File: src/rtl/can_af_pkg.sv
package can_af_pkg;
  localparam int BYTE_W   = 8;
  localparam int STD_ID_W = 11;
  localparam int EXT_ID_W = 29;
  localparam int DLC_W    = 4;

  typedef struct packed {
    logic                ext;
    logic [EXT_ID_W-1:0] id;
    logic                rtr;
    logic [DLC_W-1:0]    dlc;
    logic [BYTE_W-1:0]   d0;
    logic [BYTE_W-1:0]   d1;
  } af_frame_t;
endpackage

File: src/rtl/af_regs.sv
module af_regs #(
  parameter int NB = 4,
  parameter int BW = 8,
  localparam int W  = NB * BW,
  localparam int AW = $clog2(2 * NB)
) (
  input  logic          clk,
  input  logic          rst_n,
  input  logic          we,
  input  logic [AW-1:0] addr,
  input  logic [BW-1:0] wdata,
  output logic [W-1:0]  code,
  output logic [W-1:0]  mask
);
  // byte n sits at the top end of the word for n = 0
  for (genvar n = 0; n < NB; n++) begin : g_byte
    localparam int LSB = (NB - 1 - n) * BW;
    localparam logic [AW-1:0] CODE_A = AW'(n);
    localparam logic [AW-1:0] MASK_A = AW'(NB + n);

    always_ff @(posedge clk) begin
      if (!rst_n) begin
        code[LSB +: BW] <= '0;
        mask[LSB +: BW] <= '1;
      end else if (we) begin
        if (addr == CODE_A) code[LSB +: BW] <= wdata;
        if (addr == MASK_A) mask[LSB +: BW] <= wdata;
      end
    end

    assert_code_write_R7: assert property (@(posedge clk) disable iff (!rst_n)
      (we && addr == CODE_A) |=> code[LSB +: BW] == $past(wdata));
    assert_mask_write_R7: assert property (@(posedge clk) disable iff (!rst_n)
      (we && addr == MASK_A) |=> mask[LSB +: BW] == $past(wdata));
  end
endmodule

File: src/rtl/af_vec.sv
module af_vec
  import can_af_pkg::*;
#(
  parameter int W = 32
) (
  input  af_frame_t    frm,
  output logic [W-1:0] vec,
  output logic [W-1:0] care
);
  localparam int STD_PAD = W - STD_ID_W - 1 - 2 * BYTE_W;
  localparam int EXT_PAD = W - EXT_ID_W - 1;

  logic has_d0, has_d1;
  assign has_d0 = (frm.dlc != '0);
  assign has_d1 = (frm.dlc > DLC_W'(1));

  always_comb begin
    if (frm.ext) begin
      vec  = {frm.id, frm.rtr, {EXT_PAD{1'b0}}};
      care = {{(EXT_ID_W + 1){1'b1}}, {EXT_PAD{1'b0}}};
    end else begin
      vec  = {frm.id[STD_ID_W-1:0], frm.rtr, frm.d0, frm.d1, {STD_PAD{1'b0}}};
      care = {{(STD_ID_W + 1){1'b1}}, {BYTE_W{has_d0}}, {BYTE_W{has_d1}},
              {STD_PAD{1'b0}}};
    end
  end
endmodule

File: src/rtl/af_match.sv
module af_match #(
  parameter int W = 32
) (
  input  logic         clk,
  input  logic         rst_n,
  input  logic         in_valid,
  input  logic [W-1:0] vec,
  input  logic [W-1:0] care,
  input  logic [W-1:0] code,
  input  logic [W-1:0] mask,
  output logic         res_valid,
  output logic         res_accept
);
  logic hit;
  assign hit = ~|((vec ^ code) & care & ~mask);

  always_ff @(posedge clk) begin
    if (!rst_n) begin
      res_valid  <= 1'b0;
      res_accept <= 1'b0;
    end else begin
      res_valid  <= in_valid;
      res_accept <= in_valid & hit;
    end
  end

  assert_accept_in_pulse_R2: assert property (@(posedge clk) disable iff (!rst_n)
    res_accept |-> res_valid);
  assert_latency_R2: assert property (@(posedge clk) disable iff (!rst_n)
    in_valid |=> res_valid);
  assert_idle_R2: assert property (@(posedge clk) disable iff (!rst_n)
    !in_valid |=> !res_valid);
  assert_open_mask_R1: assert property (@(posedge clk) disable iff (!rst_n)
    (in_valid && (&mask)) |=> res_accept);
endmodule

File: src/rtl/can_accept_filter.sv
module can_accept_filter
  import can_af_pkg::*;
#(
  parameter int NB = 4,
  localparam int W  = NB * BYTE_W,
  localparam int AW = $clog2(2 * NB)
) (
  input  logic                clk,
  input  logic                rst_n,
  input  logic                cfg_we,
  input  logic [AW-1:0]       cfg_addr,
  input  logic [BYTE_W-1:0]   cfg_wdata,
  input  logic                in_valid,
  output logic                in_ready,
  input  logic                in_ext,
  input  logic [EXT_ID_W-1:0] in_id,
  input  logic                in_rtr,
  input  logic [DLC_W-1:0]    in_dlc,
  input  logic [BYTE_W-1:0]   in_data0,
  input  logic [BYTE_W-1:0]   in_data1,
  output logic                res_valid,
  output logic                res_accept
);
  logic [W-1:0] code, mask, vec, care;
  af_frame_t frm;

  assign in_ready = 1'b1;
  assign frm = '{ext: in_ext, id: in_id, rtr: in_rtr, dlc: in_dlc,
                 d0: in_data0, d1: in_data1};

  af_regs #(.NB(NB), .BW(BYTE_W)) u_regs (
    .clk(clk), .rst_n(rst_n), .we(cfg_we), .addr(cfg_addr),
    .wdata(cfg_wdata), .code(code), .mask(mask)
  );

  af_vec #(.W(W)) u_vec (.frm(frm), .vec(vec), .care(care));

  af_match #(.W(W)) u_match (
    .clk(clk), .rst_n(rst_n), .in_valid(in_valid), .vec(vec), .care(care),
    .code(code), .mask(mask), .res_valid(res_valid), .res_accept(res_accept)
  );

  assert_res_only_after_transfer_R8: assert property (@(posedge clk) disable iff (!rst_n)
    res_valid |-> $past(in_valid && in_ready));
endmodule

File: config.mk
export PLATFORM = sky130hd
export DESIGN_NAME = can_accept_filter
export DESIGN_NICKNAME = d
export VERILOG_FILES = /design/src/rtl/can_af_pkg.sv /design/src/rtl/af_regs.sv /design/src/rtl/af_vec.sv /design/src/rtl/af_match.sv /design/src/rtl/can_accept_filter.sv
export SDC_FILE = /design/constraint.sdc
export NUM_CORES = 1
export LEC_CHECK = 0
export BUFFER_PORTS_ARGS = -buffer_cell sky130_fd_sc_hd__buf_4
export CAP_MARGIN = 30
export CORE_MARGIN = 2
export CORE_UTILIZATION = 50
export CTS_BUF_LIST = sky130_fd_sc_hd__clkbuf_8
export DETAILED_ROUTE_END_ITERATION = 8
export PLACE_DENSITY = 0.88
export SKIP_CTS_REPAIR_TIMING = 1
export SYNTH_ARGS = -nofsm -noshare
export SYNTH_HDL_FRONTEND = slang
export SYNTH_SLANG_ARGS = --single-unit
File: constraint.sdc
create_clock -name clk -period 1.3 [get_ports clk]
set_input_delay 0.065 -clock clk [delete_from_list [all_inputs] [get_ports clk]]
set_output_delay 0.065 -clock clk [all_outputs]
set_load 0.01 [all_outputs]
==> out/metrics.yaml <==
cells_and_area:
  utilization_pct: 66.0
  areaGrowthSynthToFinish_pct: 27.9
  multiInputGateArea_sq_mm: 0.00171
  sequential_cell_area_in_the_final_layout_sq_mm: 0.00124
  count_of_nets_after_finishing: 503
  fillCellCount: 477
  drive_above_1_share_pct: 22.4
  final_cells: 517
  num_antenna_cells: 0
grt:
  globalRoute.totalOverflow: 0
  grt_usage_pct: 27.6
  grt_antenna_before_repair: 0
  grt_start_max_net_pins: 61
  global_route_wire_length_before_repair_mm: 13.6
  grt_pass1_vias: 2748
place:
  dp_cells: 500
  portBuffers: 67
  hpwlAfterDp_mm: 6.38
  place.gp.congestion: 0.953
power_and_ir_drop:
  power.combinational.fraction_pct: 15.0
  switching_share_pct: 26.0
  power.sequential.fraction_pct: 47.0
  power_frac_clock_pct: 38.0
  p_int_mw: 3.14
  power.net_switching_mw: 1.10
  p_leak_nw: 1.86
  power_density_mw_per_mm2: 1090
  vdd_drop_max_mv: 0.733
worst_setup_path:
  path_class: "reg -> reg"
  cp-start-kind: "register"
  cp_data_arrival_time_ps: 1600
  cp.required_ps: 1570
  worst_r2r_path_depth: 5
  worst-path-max-fanout: 2
  critPathCaptureType: "register"
timing:
  final-setup-viol-count: 1
  final-max-slew-violation-count: 0
  max_freq_mhz: 756
  hold_viol_final: 0
  post-route-period-util_pct: 102
  tightestPinTransition_ps: 525
  clock_skew_ps: 3.99
  post_route_worst_setup_slack_ps: -23.5
  rsz0062_at_grt: "yes"
  timing.slew.headroom_pct: 65.0
  layout_min_cycle_time_ps: 1320
cts:
  clock_tree.root_cell: "sky130_fd_sc_hd__clkbuf_8"
  cts_buffers: 9
  clock_insertion_delay_worst_skew_ps: 340
  h-tree-depth: 3
  clk_pin_slew_worst_paths_ps: 70
  clock_tree_from_tritoncts: "yes"
  clock-sinks: 62
  max-clock-path-buffers: 2
die:
  design.portCount: 69
  core_outline_area_sq_mm: 0.00589
  fp.dieArea_sq_mm: 0.00671
  rows: 28
  floorplan.initialDensity_pct: 51.6
  die_ht_microns: 81.9
  floorplan.die.width_microns: 81.9
routing:
  number_of_vias_per_cell: 5.58
  dr_total_vias: 2883
  wl_mm: 8.88
  wire_per_inst_microns: 17.2
  final_routed_drc_violation_total: 0
  detail_route.iter0.violations: 419
  drt.antenna.violating_nets: 0
  detail_route.first_pass.iterations: 4
worst_hold_path:
  min_delay_path_depth: 3
  worst_hold_path_type: "in -> reg"
synthesis:
  synth.yosys.warnings: 0
  post_synth_inst_count: 363
  synthDistinctLibCells: 27
  postSynthNetCount: 429
  syn-mean-instance-area_sq_um: 8.37
  sequential_to_total_area_share_from_yosys_stat_pct: 40.9
  mappedNetlistArea_sq_mm: 0.00304
  ys_seq_elements: 62
run_status:
  failed_checks: "negative setup slack"
  run_status: "finished, violations left"
run:
  cap_viol_max_count: 0
## state kept, by name, indices dropped and copies added, names as in the netlist
signal,count
u_regs.mask,30
u_match.res_accept,1
u_regs.code,30
u_match.res_valid,1
## metrics by stage
stage / instance area (sq um) / hold slack (ps) / power [mW] / setup WS, ps / TNS [ps]
after floorplan: 3040 / 189 / 2.36 / -27.0 / -27.0
after global placement: 3670 / 343 / 2.63 / -288 / -288
after detailed placement: 3670 / 340 / 2.65 / -375 / -375
after CTS: 3850 / -3.40 / 4.21 / -78.1 / -78.1
after global routing: 3890 / 8.74 / 4.37 / -92.3 / -92.3
final: 3890 / 6.89 / 4.24 / -23.5 / -23.5
## worst max-delay path, cell delays in order, from the launching register on
cell	delay (ps)
sky130_fd_sc_hd__dfxtp_1	320
sky130_fd_sc_hd__xnor2_1	220
sky130_fd_sc_hd__o22ai_2	150
sky130_fd_sc_hd__a2111oi_4	300
sky130_fd_sc_hd__o2111ai_1	150
sky130_fd_sc_hd__a21oi_1	130
## final cells by class
type	instances	share of cell area (%)
timing repair buffer	83	16.8
multi-input combinational	280	44.0
inverter	1	0.0966
tap	75	2.41
clock inverter	7	1.48
clock buffer	9	3.19
sequential	62	31.9
## power by group through the flow
stage | Combinational [mW] | Sequential, mW | Clock, mW
6_report | 0.637 | 1.99 | 1.61
5_1_grt | 0.682 | 2.00 | 1.69
4_1_cts | 0.620 | 1.99 | 1.60
3_5_place_dp | 0.616 | 2.03 | 0
3_3_place_gp | 0.602 | 2.03 | 0
2_1_floorplan | 0.336 | 2.02 | 0
## synthesized netlist by cell type
library cell,number,share of area (%)
sky130_fd_sc_hd__buf_1,6,0.74
sky130_fd_sc_hd__inv_1,1,0.12
sky130_fd_sc_hd__nor2_1,10,1.2
sky130_fd_sc_hd__a21oi_1,1,0.16
sky130_fd_sc_hd__buf_6,3,1.1
sky130_fd_sc_hd__a21boi_0,19,4.7
sky130_fd_sc_hd__nand4_1,1,0.21
sky130_fd_sc_hd__conb_1,1,0.12
sky130_fd_sc_hd__nand2b_1,3,0.62
sky130_fd_sc_hd__nand3_1,28,4.6
sky130_fd_sc_hd__nor4_1,2,0.41
sky130_fd_sc_hd__o2111ai_1,2,0.58
sky130_fd_sc_hd__a21boi_1,5,1.2
sky130_fd_sc_hd__buf_4,2,0.49
sky130_fd_sc_hd__xnor2_1,2,0.58
sky130_fd_sc_hd__o22ai_1,10,2.1
sky130_fd_sc_hd__o22a_1,1,0.29
sky130_fd_sc_hd__nand2_1,107,13
sky130_fd_sc_hd__nor3_1,4,0.66
sky130_fd_sc_hd__clkbuf_1,9,1.1
sky130_fd_sc_hd__and2_1,1,0.21
sky130_fd_sc_hd__dfxtp_1,62,41
sky130_fd_sc_hd__o21ai_0,2,0.33
sky130_fd_sc_hd__nor2b_1,12,2.5
sky130_fd_sc_hd__mux2i_1,43,14
sky130_fd_sc_hd__xor2_1,25,7.2
sky130_fd_sc_hd__a2111oi_2,1,0.49
## cells by family after synthesis
group	after synthesis	share of synthesized area, %
AO/OA/AOI/OAI	41	9.84
XOR/XNOR	27	7.78
buffers and inverters	21	3.58
flip-flops	62	40.9
multiplexers	43	14.2
other	1	0.123
AND/OR/NAND/NOR	168	23.6
## path summary, 6_finish.rpt
kind,startpoint,end,slack (ps)
max reg2reg,u_regs.code[2],u_match.res_accept,-20
max,u_regs.code[2],u_match.res_accept,-20
min,cfg_wdata[0],u_regs.mask[24],7
min reg2reg,u_regs.code[15],u_regs.code[15],480
## cell usage in the layout, fill, tap and decap left out, types with 2 or more instances in the layout
master	instances
sky130_fd_sc_hd__xnor2_1	2
sky130_fd_sc_hd__o22ai_1	9
sky130_fd_sc_hd__nor2b_1	12
sky130_fd_sc_hd__a21boi_1	5
sky130_fd_sc_hd__nand3_1	28
sky130_fd_sc_hd__inv_1	3
sky130_fd_sc_hd__a21boi_0	19
sky130_fd_sc_hd__mux2i_1	43
sky130_fd_sc_hd__clkbuf_8	9
sky130_fd_sc_hd__dfxtp_1	62
sky130_fd_sc_hd__nand2b_1	3
sky130_fd_sc_hd__nor3_1	3
sky130_fd_sc_hd__nor4_1	2
sky130_fd_sc_hd__nor2_1	10
sky130_fd_sc_hd__xor2_1	25
sky130_fd_sc_hd__buf_12	2
sky130_fd_sc_hd__o2111ai_1	2
sky130_fd_sc_hd__o21ai_0	2
sky130_fd_sc_hd__buf_4	79
sky130_fd_sc_hd__clkinv_2	4
sky130_fd_sc_hd__nand2_1	107
## metal layers
layer  routed length, microns  up-vias  track usage (%)
met4                      306        0             12.5
met2                     4150      146             42.4
met5                        0        -                0
met3                      883       25             6.92
met1                     3540     1351             36.4
li1                         -     1361                -
Power figures use the tool's default switching activity.
